**src/rtl/i2c_target_pkg.sv**
```systemverilog
package i2c_target_pkg;
    localparam int BYTE_W = 8;
    localparam int ADDR_W = 7;

    typedef enum logic [2:0] {
        ST_IDLE, ST_ADDR, ST_AACK, ST_WAIT,
        ST_RX,   ST_RACK, ST_TX,   ST_TACK
    } tgt_state_e;

    localparam logic [2:0] RA_CTRL = 3'd0;
    localparam logic [2:0] RA_OWN  = 3'd1;
    localparam logic [2:0] RA_EVT1 = 3'd2;
    localparam logic [2:0] RA_EVT2 = 3'd3;
    localparam logic [2:0] RA_DATA = 3'd4;

    localparam int CB_EN  = 0;
    localparam int CB_ACK = 1;
    localparam int CB_IRQ = 2;
    localparam int CB_GC  = 3;
endpackage

```
**src/rtl/i2c_target_sync.sv**
```systemverilog
module i2c_target_sync #(
    parameter int STAGES = 2
) (
    input  logic clk,
    input  logic rst_n,
    input  logic scl_i,
    input  logic sda_i,
    output logic scl_s,
    output logic sda_s,
    output logic scl_rise,
    output logic scl_fall,
    output logic start_c,
    output logic stop_c
);
    logic [STAGES-1:0] scl_chain, sda_chain;
    logic              scl_prev,  sda_prev;

    always_ff @(posedge clk or negedge rst_n) begin
        if (!rst_n) begin
            scl_chain <= '1;
            sda_chain <= '1;
            scl_prev  <= 1'b1;
            sda_prev  <= 1'b1;
        end else begin
            scl_chain <= {scl_chain[STAGES-2:0], scl_i};
            sda_chain <= {sda_chain[STAGES-2:0], sda_i};
            scl_prev  <= scl_chain[STAGES-1];
            sda_prev  <= sda_chain[STAGES-1];
        end
    end

    assign scl_s    = scl_chain[STAGES-1];
    assign sda_s    = sda_chain[STAGES-1];
    assign scl_rise = scl_s & ~scl_prev;
    assign scl_fall = ~scl_s & scl_prev;
    assign start_c  = scl_s & scl_prev & sda_prev & ~sda_s;
    assign stop_c   = scl_s & scl_prev & ~sda_prev & sda_s;
endmodule

```
**src/rtl/i2c_target_fsm.sv**
```systemverilog
module i2c_target_fsm
    import i2c_target_pkg::*;
#(
    parameter int BW = BYTE_W,
    parameter int AW = ADDR_W
) (
    input  logic          clk,
    input  logic          rst_n,
    input  logic          en,
    input  logic          ack_en,
    input  logic          gc_en,
    input  logic [AW-1:0] own_addr,
    input  logic          sda_s,
    input  logic          scl_rise,
    input  logic          scl_fall,
    input  logic          start_c,
    input  logic          stop_c,
    input  logic          hold_req,
    input  logic [BW-1:0] tx_byte,
    output logic [BW-1:0] rx_byte,
    output logic          ev_match,
    output logic          ev_gcall,
    output logic          ev_rxbyte,
    output logic          ev_btf,
    output logic          ev_af,
    output logic          ev_stop,
    output logic          ev_berr,
    output logic          addressed,
    output logic          tx_mode,
    output logic          sda_oe,
    output logic          scl_oe
);
    localparam int             CNT_W = $clog2(BW + 1);
    localparam logic [CNT_W-1:0] LAST = CNT_W'(BW);

    tgt_state_e       state, nxt;
    logic [CNT_W-1:0] cnt;
    logic [BW-1:0]    sr, tx_sr;
    logic             dir_q, mack_q;
    logic             own_hit, gc_hit, mid_byte;

    assign own_hit  = (sr[BW-1:1] == own_addr) && !sr[0] ? 1'b1 : (sr[BW-1:1] == own_addr);
    assign gc_hit   = gc_en && (sr == '0);
    assign mid_byte = (state == ST_RX || state == ST_TX) && (cnt > CNT_W'(1));

    // next state and one-cycle events
    always_comb begin
        nxt       = state;
        ev_match  = 1'b0;
        ev_gcall  = 1'b0;
        ev_rxbyte = 1'b0;
        ev_btf    = 1'b0;
        ev_af     = 1'b0;
        ev_stop   = 1'b0;
        ev_berr   = 1'b0;
        if (stop_c) begin
            nxt = ST_IDLE;
            if (mid_byte)                                  ev_berr = 1'b1;
            else if (state != ST_IDLE && state != ST_ADDR) ev_stop = 1'b1;
        end else if (start_c) begin
            nxt     = ST_ADDR;
            ev_berr = mid_byte;
        end else begin
            unique case (state)
                ST_IDLE: nxt = ST_IDLE;
                ST_ADDR: if (scl_fall && cnt == LAST) begin
                    if (own_hit || gc_hit) begin
                        nxt      = ST_AACK;
                        ev_match = 1'b1;
                        ev_gcall = gc_hit;
                    end else begin
                        nxt = ST_IDLE;
                    end
                end
                ST_AACK: if (scl_fall) nxt = ST_WAIT;
                ST_WAIT: if (!hold_req) nxt = dir_q ? ST_TX : ST_RX;
                ST_RX:   if (scl_fall && cnt == LAST) begin
                    nxt       = ST_RACK;
                    ev_rxbyte = 1'b1;
                end
                ST_RACK: if (scl_fall) begin
                    nxt    = ST_WAIT;
                    ev_btf = 1'b1;
                end
                ST_TX:   if (scl_fall && cnt == LAST) nxt = ST_TACK;
                ST_TACK: if (scl_fall) begin
                    if (mack_q) begin
                        nxt   = ST_IDLE;
                        ev_af = 1'b1;
                    end else begin
                        nxt    = ST_WAIT;
                        ev_btf = 1'b1;
                    end
                end
                default: nxt = ST_IDLE;
            endcase
        end
    end

    // state register and shift datapath
    always_ff @(posedge clk or negedge rst_n) begin
        if (!rst_n) begin
            state  <= ST_IDLE;
            cnt    <= '0;
            sr     <= '0;
            tx_sr  <= '0;
            dir_q  <= 1'b0;
            mack_q <= 1'b0;
        end else if (!en) begin
            state <= ST_IDLE;
            cnt   <= '0;
        end else begin
            state <= nxt;
            if (start_c || nxt != state)
                cnt <= '0;
            else if (scl_rise && (state == ST_ADDR || state == ST_RX || state == ST_TX))
                cnt <= cnt + CNT_W'(1);
            if (scl_rise && (state == ST_ADDR || state == ST_RX))
                sr <= {sr[BW-2:0], sda_s};
            if (state == ST_ADDR && nxt == ST_AACK)
                dir_q <= sr[0];
            if (state == ST_WAIT && nxt == ST_TX)
                tx_sr <= tx_byte;
            else if (state == ST_TX && scl_fall)
                tx_sr <= {tx_sr[BW-2:0], 1'b0};
            if (state == ST_TACK && scl_rise)
                mack_q <= sda_s;
        end
    end

    // outputs decoded from state
    always_comb begin
        addressed = (state != ST_IDLE) && (state != ST_ADDR);
        tx_mode   = dir_q && addressed;
        scl_oe    = (state == ST_WAIT);
        sda_oe    = ((state == ST_AACK || state == ST_RACK) && ack_en) ||
                    (state == ST_TX && !tx_sr[BW-1]);
        rx_byte   = sr;
    end
endmodule

```
**src/rtl/i2c_target.sv**
```systemverilog
module i2c_target
    import i2c_target_pkg::*;
#(
    parameter int SYNC_STAGES = 2
) (
    input  logic       clk,
    input  logic       rst_n,
    input  logic [2:0] reg_addr,
    input  logic       reg_wr,
    input  logic       reg_rd,
    input  logic [7:0] reg_wdata,
    output logic [7:0] reg_rdata,
    output logic       irq,
    input  logic       scl_i,
    input  logic       sda_i,
    output logic       scl_oe,
    output logic       sda_oe
);
    localparam int BW = BYTE_W;
    localparam int AW = ADDR_W;

    logic [3:0]    ctrl_q;
    logic [AW-1:0] own_q;
    logic [BW-1:0] data_q, rx_byte;
    logic          adr_pend, btf, af, stopf, berr, gcall;
    logic          scl_s, sda_s, scl_rise, scl_fall, start_c, stop_c;
    logic          ev_match, ev_gcall, ev_rxbyte, ev_btf, ev_af, ev_stop, ev_berr;
    logic          addressed, tx_mode, hold_req, en;
    logic          rd_evt1, rd_evt2, rd_data, wr_data;

    assign en       = ctrl_q[CB_EN];
    assign hold_req = adr_pend | btf;
    assign rd_evt1  = reg_rd && reg_addr == RA_EVT1;
    assign rd_evt2  = reg_rd && reg_addr == RA_EVT2;
    assign rd_data  = reg_rd && reg_addr == RA_DATA;
    assign wr_data  = reg_wr && reg_addr == RA_DATA;

    i2c_target_sync #(.STAGES(SYNC_STAGES)) u_sync (
        .clk(clk), .rst_n(rst_n), .scl_i(scl_i), .sda_i(sda_i),
        .scl_s(scl_s), .sda_s(sda_s), .scl_rise(scl_rise), .scl_fall(scl_fall),
        .start_c(start_c), .stop_c(stop_c)
    );

    i2c_target_fsm #(.BW(BW), .AW(AW)) u_fsm (
        .clk(clk), .rst_n(rst_n), .en(en),
        .ack_en(ctrl_q[CB_ACK]), .gc_en(ctrl_q[CB_GC]), .own_addr(own_q),
        .sda_s(sda_s), .scl_rise(scl_rise), .scl_fall(scl_fall),
        .start_c(start_c), .stop_c(stop_c), .hold_req(hold_req),
        .tx_byte(data_q), .rx_byte(rx_byte),
        .ev_match(ev_match), .ev_gcall(ev_gcall), .ev_rxbyte(ev_rxbyte),
        .ev_btf(ev_btf), .ev_af(ev_af), .ev_stop(ev_stop), .ev_berr(ev_berr),
        .addressed(addressed), .tx_mode(tx_mode), .sda_oe(sda_oe), .scl_oe(scl_oe)
    );

    always_ff @(posedge clk or negedge rst_n) begin
        if (!rst_n) begin
            ctrl_q <= '0;
            own_q  <= '0;
            data_q <= '0;
        end else begin
            if (reg_wr) begin
                case (reg_addr)
                    RA_CTRL: ctrl_q <= reg_wdata[3:0];
                    RA_OWN:  own_q  <= reg_wdata[AW-1:0];
                    RA_DATA: data_q <= reg_wdata;
                    default: ;
                endcase
            end
            if (ev_rxbyte) data_q <= rx_byte;
        end
    end

    always_ff @(posedge clk or negedge rst_n) begin
        if (!rst_n) begin
            {adr_pend, btf, af, stopf, berr, gcall} <= '0;
        end else if (!en) begin
            {adr_pend, btf, af, stopf, berr, gcall} <= '0;
        end else begin
            if (ev_match)               adr_pend <= 1'b1;
            else if (rd_evt1)           adr_pend <= 1'b0;
            if (ev_btf)                 btf      <= 1'b1;
            else if (rd_data || wr_data) btf     <= 1'b0;
            if (ev_af)                  af       <= 1'b1;
            else if (rd_evt2)           af       <= 1'b0;
            if (ev_stop)                stopf    <= 1'b1;
            else if (rd_evt2)           stopf    <= 1'b0;
            if (ev_berr)                berr     <= 1'b1;
            else if (rd_evt2)           berr     <= 1'b0;
            if (ev_gcall)               gcall    <= 1'b1;
            else if (stop_c)            gcall    <= 1'b0;
        end
    end

    always_comb begin
        case (reg_addr)
            RA_CTRL: reg_rdata = {4'b0, ctrl_q};
            RA_OWN:  reg_rdata = {1'b0, own_q};
            RA_EVT1: reg_rdata = {4'b0, addressed, tx_mode, btf, adr_pend};
            RA_EVT2: reg_rdata = {3'b0, af, stopf, 1'b0, berr, gcall};
            RA_DATA: reg_rdata = data_q;
            default: reg_rdata = 8'h00;
        endcase
    end

    assign irq = ctrl_q[CB_IRQ] & (adr_pend | btf | af | stopf | berr);
endmodule

```
**config.mk**
```make
export PLATFORM = sky130hd
export DESIGN_NAME = i2c_target
export DESIGN_NICKNAME = d
export VERILOG_FILES = /design/src/rtl/i2c_target_pkg.sv /design/src/rtl/i2c_target_sync.sv /design/src/rtl/i2c_target_fsm.sv /design/src/rtl/i2c_target.sv
export SDC_FILE = /design/constraint.sdc
export NUM_CORES = 1
export LEC_CHECK = 0
export BUFFER_PORTS_ARGS = -buffer_cell sky130_fd_sc_hd__buf_2
export CAP_MARGIN = 20
export CORE_ASPECT_RATIO = 0.9
export CORE_MARGIN = 2
export CORE_UTILIZATION = 64
export DETAILED_ROUTE_END_ITERATION = 12
export PLACE_DENSITY = 0.85
export SLEW_MARGIN = 0
export SYNTH_ARGS = -nofsm -noshare
export SYNTH_HDL_FRONTEND = slang
export SYNTH_HIERARCHICAL = 1
export SYNTH_SLANG_ARGS = --single-unit
```
**constraint.sdc**
```tcl
create_clock -name clk -period 6.9 [get_ports clk]
set_input_delay 1.035 -clock clk [delete_from_list [all_inputs] [get_ports clk]]
set_output_delay 1.035 -clock clk [all_outputs]
set_load 0.01 [all_outputs]
```
### Yosys cells after proc, flatten, opt, wreduce, memory -nomap -nowiden

Index checks and enable logic that the tools add are counted.

| cells by class | value |
|---|---|
| add/sub/neg operators | 1 |
| order comparisons | 1 |
| equal/unequal tests | 24 |
| multiplexer cells | 70 |
| bitwise logic cells | 16 |
| reductions and logical operators | 43 |

Operators by type and width:

| cell | number |
|---|---|
| two-way mux 1 bit | 47 |
| two-way mux 8 bit | 5 |
| one-hot mux 8 bit (5 select lines) | 1 |
| two-way mux 3 bit | 9 |
| inequality test 3 x 1 -> 1 bit (second input constant) | 8 |
| one-hot mux 3 bit (7 select lines) | 1 |
| == test 3 bit (second input constant) | 6 |
| logical AND 1 bit | 18 |
| == test 3 x 2 -> 1 bit (second input constant) | 5 |
| AND reduction 2 bit | 7 |
| two-way mux 4 bit | 3 |
| AND 1 bit | 8 |
| zero test 8 bit | 1 |
| logical OR 1 bit | 8 |
| == test 7 bit | 1 |
| == test 3 x 1 -> 1 bit (second input constant) | 2 |
| zero test 3 bit | 2 |
| two-way mux 2 bit | 3 |
| nonzero test 2 bit | 3 |
| adder 4 x 1 -> 4 bit (second input constant) | 1 |
| == test 4 bit (second input constant) | 1 |
| greater-than comparator 4 x 1 -> 1 bit (second input constant) | 1 |
| inverter 1 bit | 4 |
| OR 1 bit | 4 |
| other kinds (5) | 6 |

| word-level totals | value |
|---|---|
| flip-flop bits (word level) | 56 |
| bits of input ports | 17 |
| output and inout bits | 11 |

### Longest topological paths before layout

| logic depth | value |
|---|---|
| depth in word-level cells | 13 |
| depth in mapped cells | 8 |
| gate-level depth less buffers | 8 |

### By module

Netlist, hierarchy kept.

By module, submodules not included:

| module | times used | cells an instance | area an instance (um2) | seq. area each (um2) |
|---|---|---|---|---|
| i2c_target_fsm | 1 | 156 | 1,585.3 | 625.6 |
| i2c_target | 1 | 121 | 1,343.8 | 625.6 |
| i2c_target_sync | 1 | 10 | 190.2 | 157.7 |

### Least setup slack after synthesis

OpenSTA, ideal clock, no wires.

| timing path | value |
|---|---|
| kind | in2out |
| from | input port reg_addr[1] |
| to | output port reg_rdata[1] |
| data arrival time | 1,933 ps |
| required time | 5,865 ps |
| setup slack | 3,932 ps |
| stages on the path | 4 |
| path buffers | 2 |
| cell sequence | clkbuf_1 -> clkbuf_1 -> a21oi_1 -> o22ai_1 |

| between the ends | value |
|---|---|
| cells in the longest elaborated chain, start to end | 2 |

Ends and longest elaborated chain:

| element | line | text |
|---|---|---|
| start: declaration | i2c_target.sv:8 | `input logic [2:0] reg_addr,` |
| == test 3 bit, or another cell as far along | i2c_target.sv:95 | `case (reg_addr)` |
| one-hot mux 8 bit (5 select lines) (*) | i2c_target.sv:95 |  |
| end: declaration | i2c_target.sv:12 | `output logic [7:0] reg_rdata,` |

Every way passes the cells marked *; elsewhere a longest branch is shown, timed or not.

### Worst setup path after layout

| timing path | value |
|---|---|
| from | input port reg_addr[0] |
| to | output port reg_rdata[4] |

Same word-level chain as after synthesis.

==> reports/results.ini <==
[outcome]
status = finished, final reports clean

[placed_design]
routabilityCongestion = 0.867
hpwl_um = 4880
port_buffers = 27

[logic_synthesis]
yosys_warnings = 6
synth_area_leader_cell = dfrtp_1
synth_common_cells = dfrtp_1 (50), nand2_1 (23), mux2_2 (17)
syn_area_um2 = 3120
async_flop_share = 1.00
post-synth-top-count-cell = dfrtp_1
ys_types = 58
synth.ff_latch_count = 56
yosysTopAreaCellShare = 0.401
synthFlopType = dfrtp_1
ys_seq_area_frac = 0.452
syn_inst = 287
synthTopCellsByArea = dfrtp_1 (40%), mux2_2 (6.1%), dfstp_2 (5.1%)
avgSynthCellArea_um2 = 10.9
syn_nets = 308
synth_edf_count = 0

[setup_path]
critPathTopFamily = simple AND/OR/NAND/NOR gates
start_kind = primary input
startpoint = reg_addr[0]
crit_top_cell = buf_2
worst_path_max_delay_cell = nor2b_1
critPathMaxFanout = 15
crit_required_ns = 5.86
crit-reg2reg-launch = u_sync/scl_prev$_DFF_PN1_
path_cells = buf_2, nor2b_1, a22oi_1, o21ai_0, buf_2
critPathMaxStageDelay_ns = 0.50
path_class = primary input to output pin
crit_arrival_ns = 2.34
path_buf_inv = 2
critPathCaptureType = output pin

[final_layout]
fin_nets = 331
antennaDiodeCount = 0
drive_above_1_share = 0.270
area_growth_pct = 9.47
nFillCells = 345

[run]
maxCapViolCount = 0

[clocking]
cts_resized = 0
root_buffer = clkbuf_8
postCtsHoldBufs = 0
clock-sinks = 56
clock_path_buffers = 2
clkSlewWorstSetupHoldPaths_ns = 0.09
htree_levels = 2
clkLatencyLatePin_ns = 0.32
cts_tree = built
post_cts.repair.setup_buffers = 0
cts_buffers = 5

[routing]
wl_um = 7060
drc = 0
firstDrtPassIters = 5
detail-route-antenna-nets = 0
wire_per_inst_um = 18.8
post_drt_via_cell_ratio = 6.39
vias = 2404
drt_iter0_markers = 375

[floorplanning]
fp.dieArea_um2 = 5450
initial_core_util = 0.653
dieWidth_um = 77.6
ios = 28
rows = 24
chipHeight_um = 70.2
core_area_um2 = 4770

[global_route]
grt_pass1_vias = 2240
grt_overflow_total = 0
grt_pass1_wl_um = 11400
antenna_found_initial = 0
grtUsageTotal = 0.275
grt_start_max_net_pins = 57

[timing]
fmax_mhz = 297
setup_violations = 0
slew_headroom = 0.524
clock_skew_ns = 0.00773
max_slew.worst_pin.slew_ns = 0.712
slew_violations = 0
hold_viol = 0
fin_crit_ns = 3.37
fin_crit_sh = 0.489
hold_ws_ns = 0.361
finalSetupTns_ns = 0
grt_setup_unrepaired = no

[min_path]
hp-start = u_sync/sda_chain[0]$_DFF_PN1_
hold_path.class = register to register

[pwr]
leakagePower_nw = 1.51
peakVddDrop_uv = 140
pwr_density_cell_nw_per_um2 = 220

worst paths after layout:
| kind | to | slack, ns | depth (start not counted) |
|---|---|---|---|
| worst max-delay path | reg_rdata[4] | 3.53 | 5 |
| worst min register to register | u_sync/sda_chain[1]$_DFF_PN1_ | 0.36 | 0 |
| min in group asynchronous | stopf$_DFFE_PN0P_ | 0.83 | 2 |
| worst min-delay path | u_sync/sda_chain[1]$_DFF_PN1_ | 0.36 | 0 |
| max in group asynchronous | u_fsm/tx_sr[1]$_DFFE_PN0P_ | 5.60 | 2 |
| worst max register to register | u_fsm/dir_q$_DFFE_PN0P_ | 4.31 | 7 |
stage by stage:
stage	std cells	util	total power, mW	setup slack (ns)	cell area, um2
floorplan	287	-	0.459	3.93	3120
global placement	367	0.686	0.498	3.66	3270
detailed placement	367	0.686	0.502	3.60	3270
CTS	375	0.714	0.753	3.58	3410
global route	376	0.715	0.778	3.44	3410
finish	376	0.715	0.752	3.53	3410
layer usage:
layer | GRT usage | vias to the layer above | part of all wire
met1 | 0.415 | 1179 | 0.48
met3 | 0.0478 | 21 | 0.062
li1 | - | 1090 | -
met5 | 0 | - | 0
met2 | 0.395 | 114 | 0.43
met4 | 0.111 | 0 | 0.025
worst reg2reg max path, delay by kind of cell, from the launching register on:
family           cells  cell delay, ns
flip-flops           1            0.55
multiplexers         1            0.36
AND/OR/NAND/NOR      6            1.59
power breakdown:
group / internal (mW) / switching (mW)
clock: 0.145 / 0.106
combinational: 0.0524 / 0.0522
sequential: 0.357 / 0.0396
kinds of logic (layout without fill, tap and decap cells):
| kind of cell | Yosys count | after routing | synth area share |
|---|---|---|---|
| buffers and inverters | 18 | 42 | 0.0301 |
| adder cells (fa/ha/maj) | 4 | 4 | 0.0160 |
| flip-flops | 56 | 56 | 0.452 |
| AND/OR/NAND/NOR | 99 | 99 | 0.199 |
| AO/OA/AOI/OAI | 64 | 64 | 0.143 |
| XOR/XNOR | 13 | 13 | 0.0365 |
| multiplexers | 33 | 33 | 0.124 |
layout by cell type, fill, tap and decap left out, drive strengths merged, types with 2 or more instances in the layout:
| cell | n |
|---|---|
| nand2 | 23 |
| nor4 | 2 |
| nor3b | 5 |
| a22oi | 8 |
| a21oi | 8 |
| nand3 | 7 |
| mux2i | 9 |
| o21ai | 16 |
| ha | 4 |
| buf | 29 |
| mux2 | 24 |
| a21o | 6 |
| nor2 | 17 |
| and4b | 3 |
| dfstp | 6 |
| a31oi | 3 |
| xnor2 | 12 |
| or2 | 3 |
| a22o | 6 |
| clkbuf | 6 |
| nand4 | 2 |
| nor2b | 9 |
| a211oi | 3 |
| nor4b | 3 |
| nor3 | 11 |
| and3 | 3 |
| o21a | 5 |
| nand4b | 3 |
| bufinv | 2 |
| and2 | 3 |
| o22ai | 3 |
| inv | 5 |
| dfrtp | 50 |
registers in the layout (all words and copies together), names as in the netlist, 2 cells and up:
| name | flops |
|---|---|
| u_fsm/tx_sr | 8 |
| ctrl_q | 4 |
| u_sync/sda_chain | 2 |
| u_fsm/cnt | 4 |
| own_q | 7 |
| data_q | 8 |
| u_fsm/rx_byte | 8 |
| u_sync/scl_chain | 2 |
| u_fsm/state | 3 |
final cells by class:
class                   count  area [um2]  area share
well taps                  65        81.3      0.0238
repair buffers             29         150      0.0440
clock inverters             2        60.1      0.0176
inverters                   5        18.8     0.00550
clock buffers               6        72.6      0.0213
multi-input cells         213        1620       0.475
flip-flops and latches     56        1410       0.413
Power figures use the tool's default switching activity.
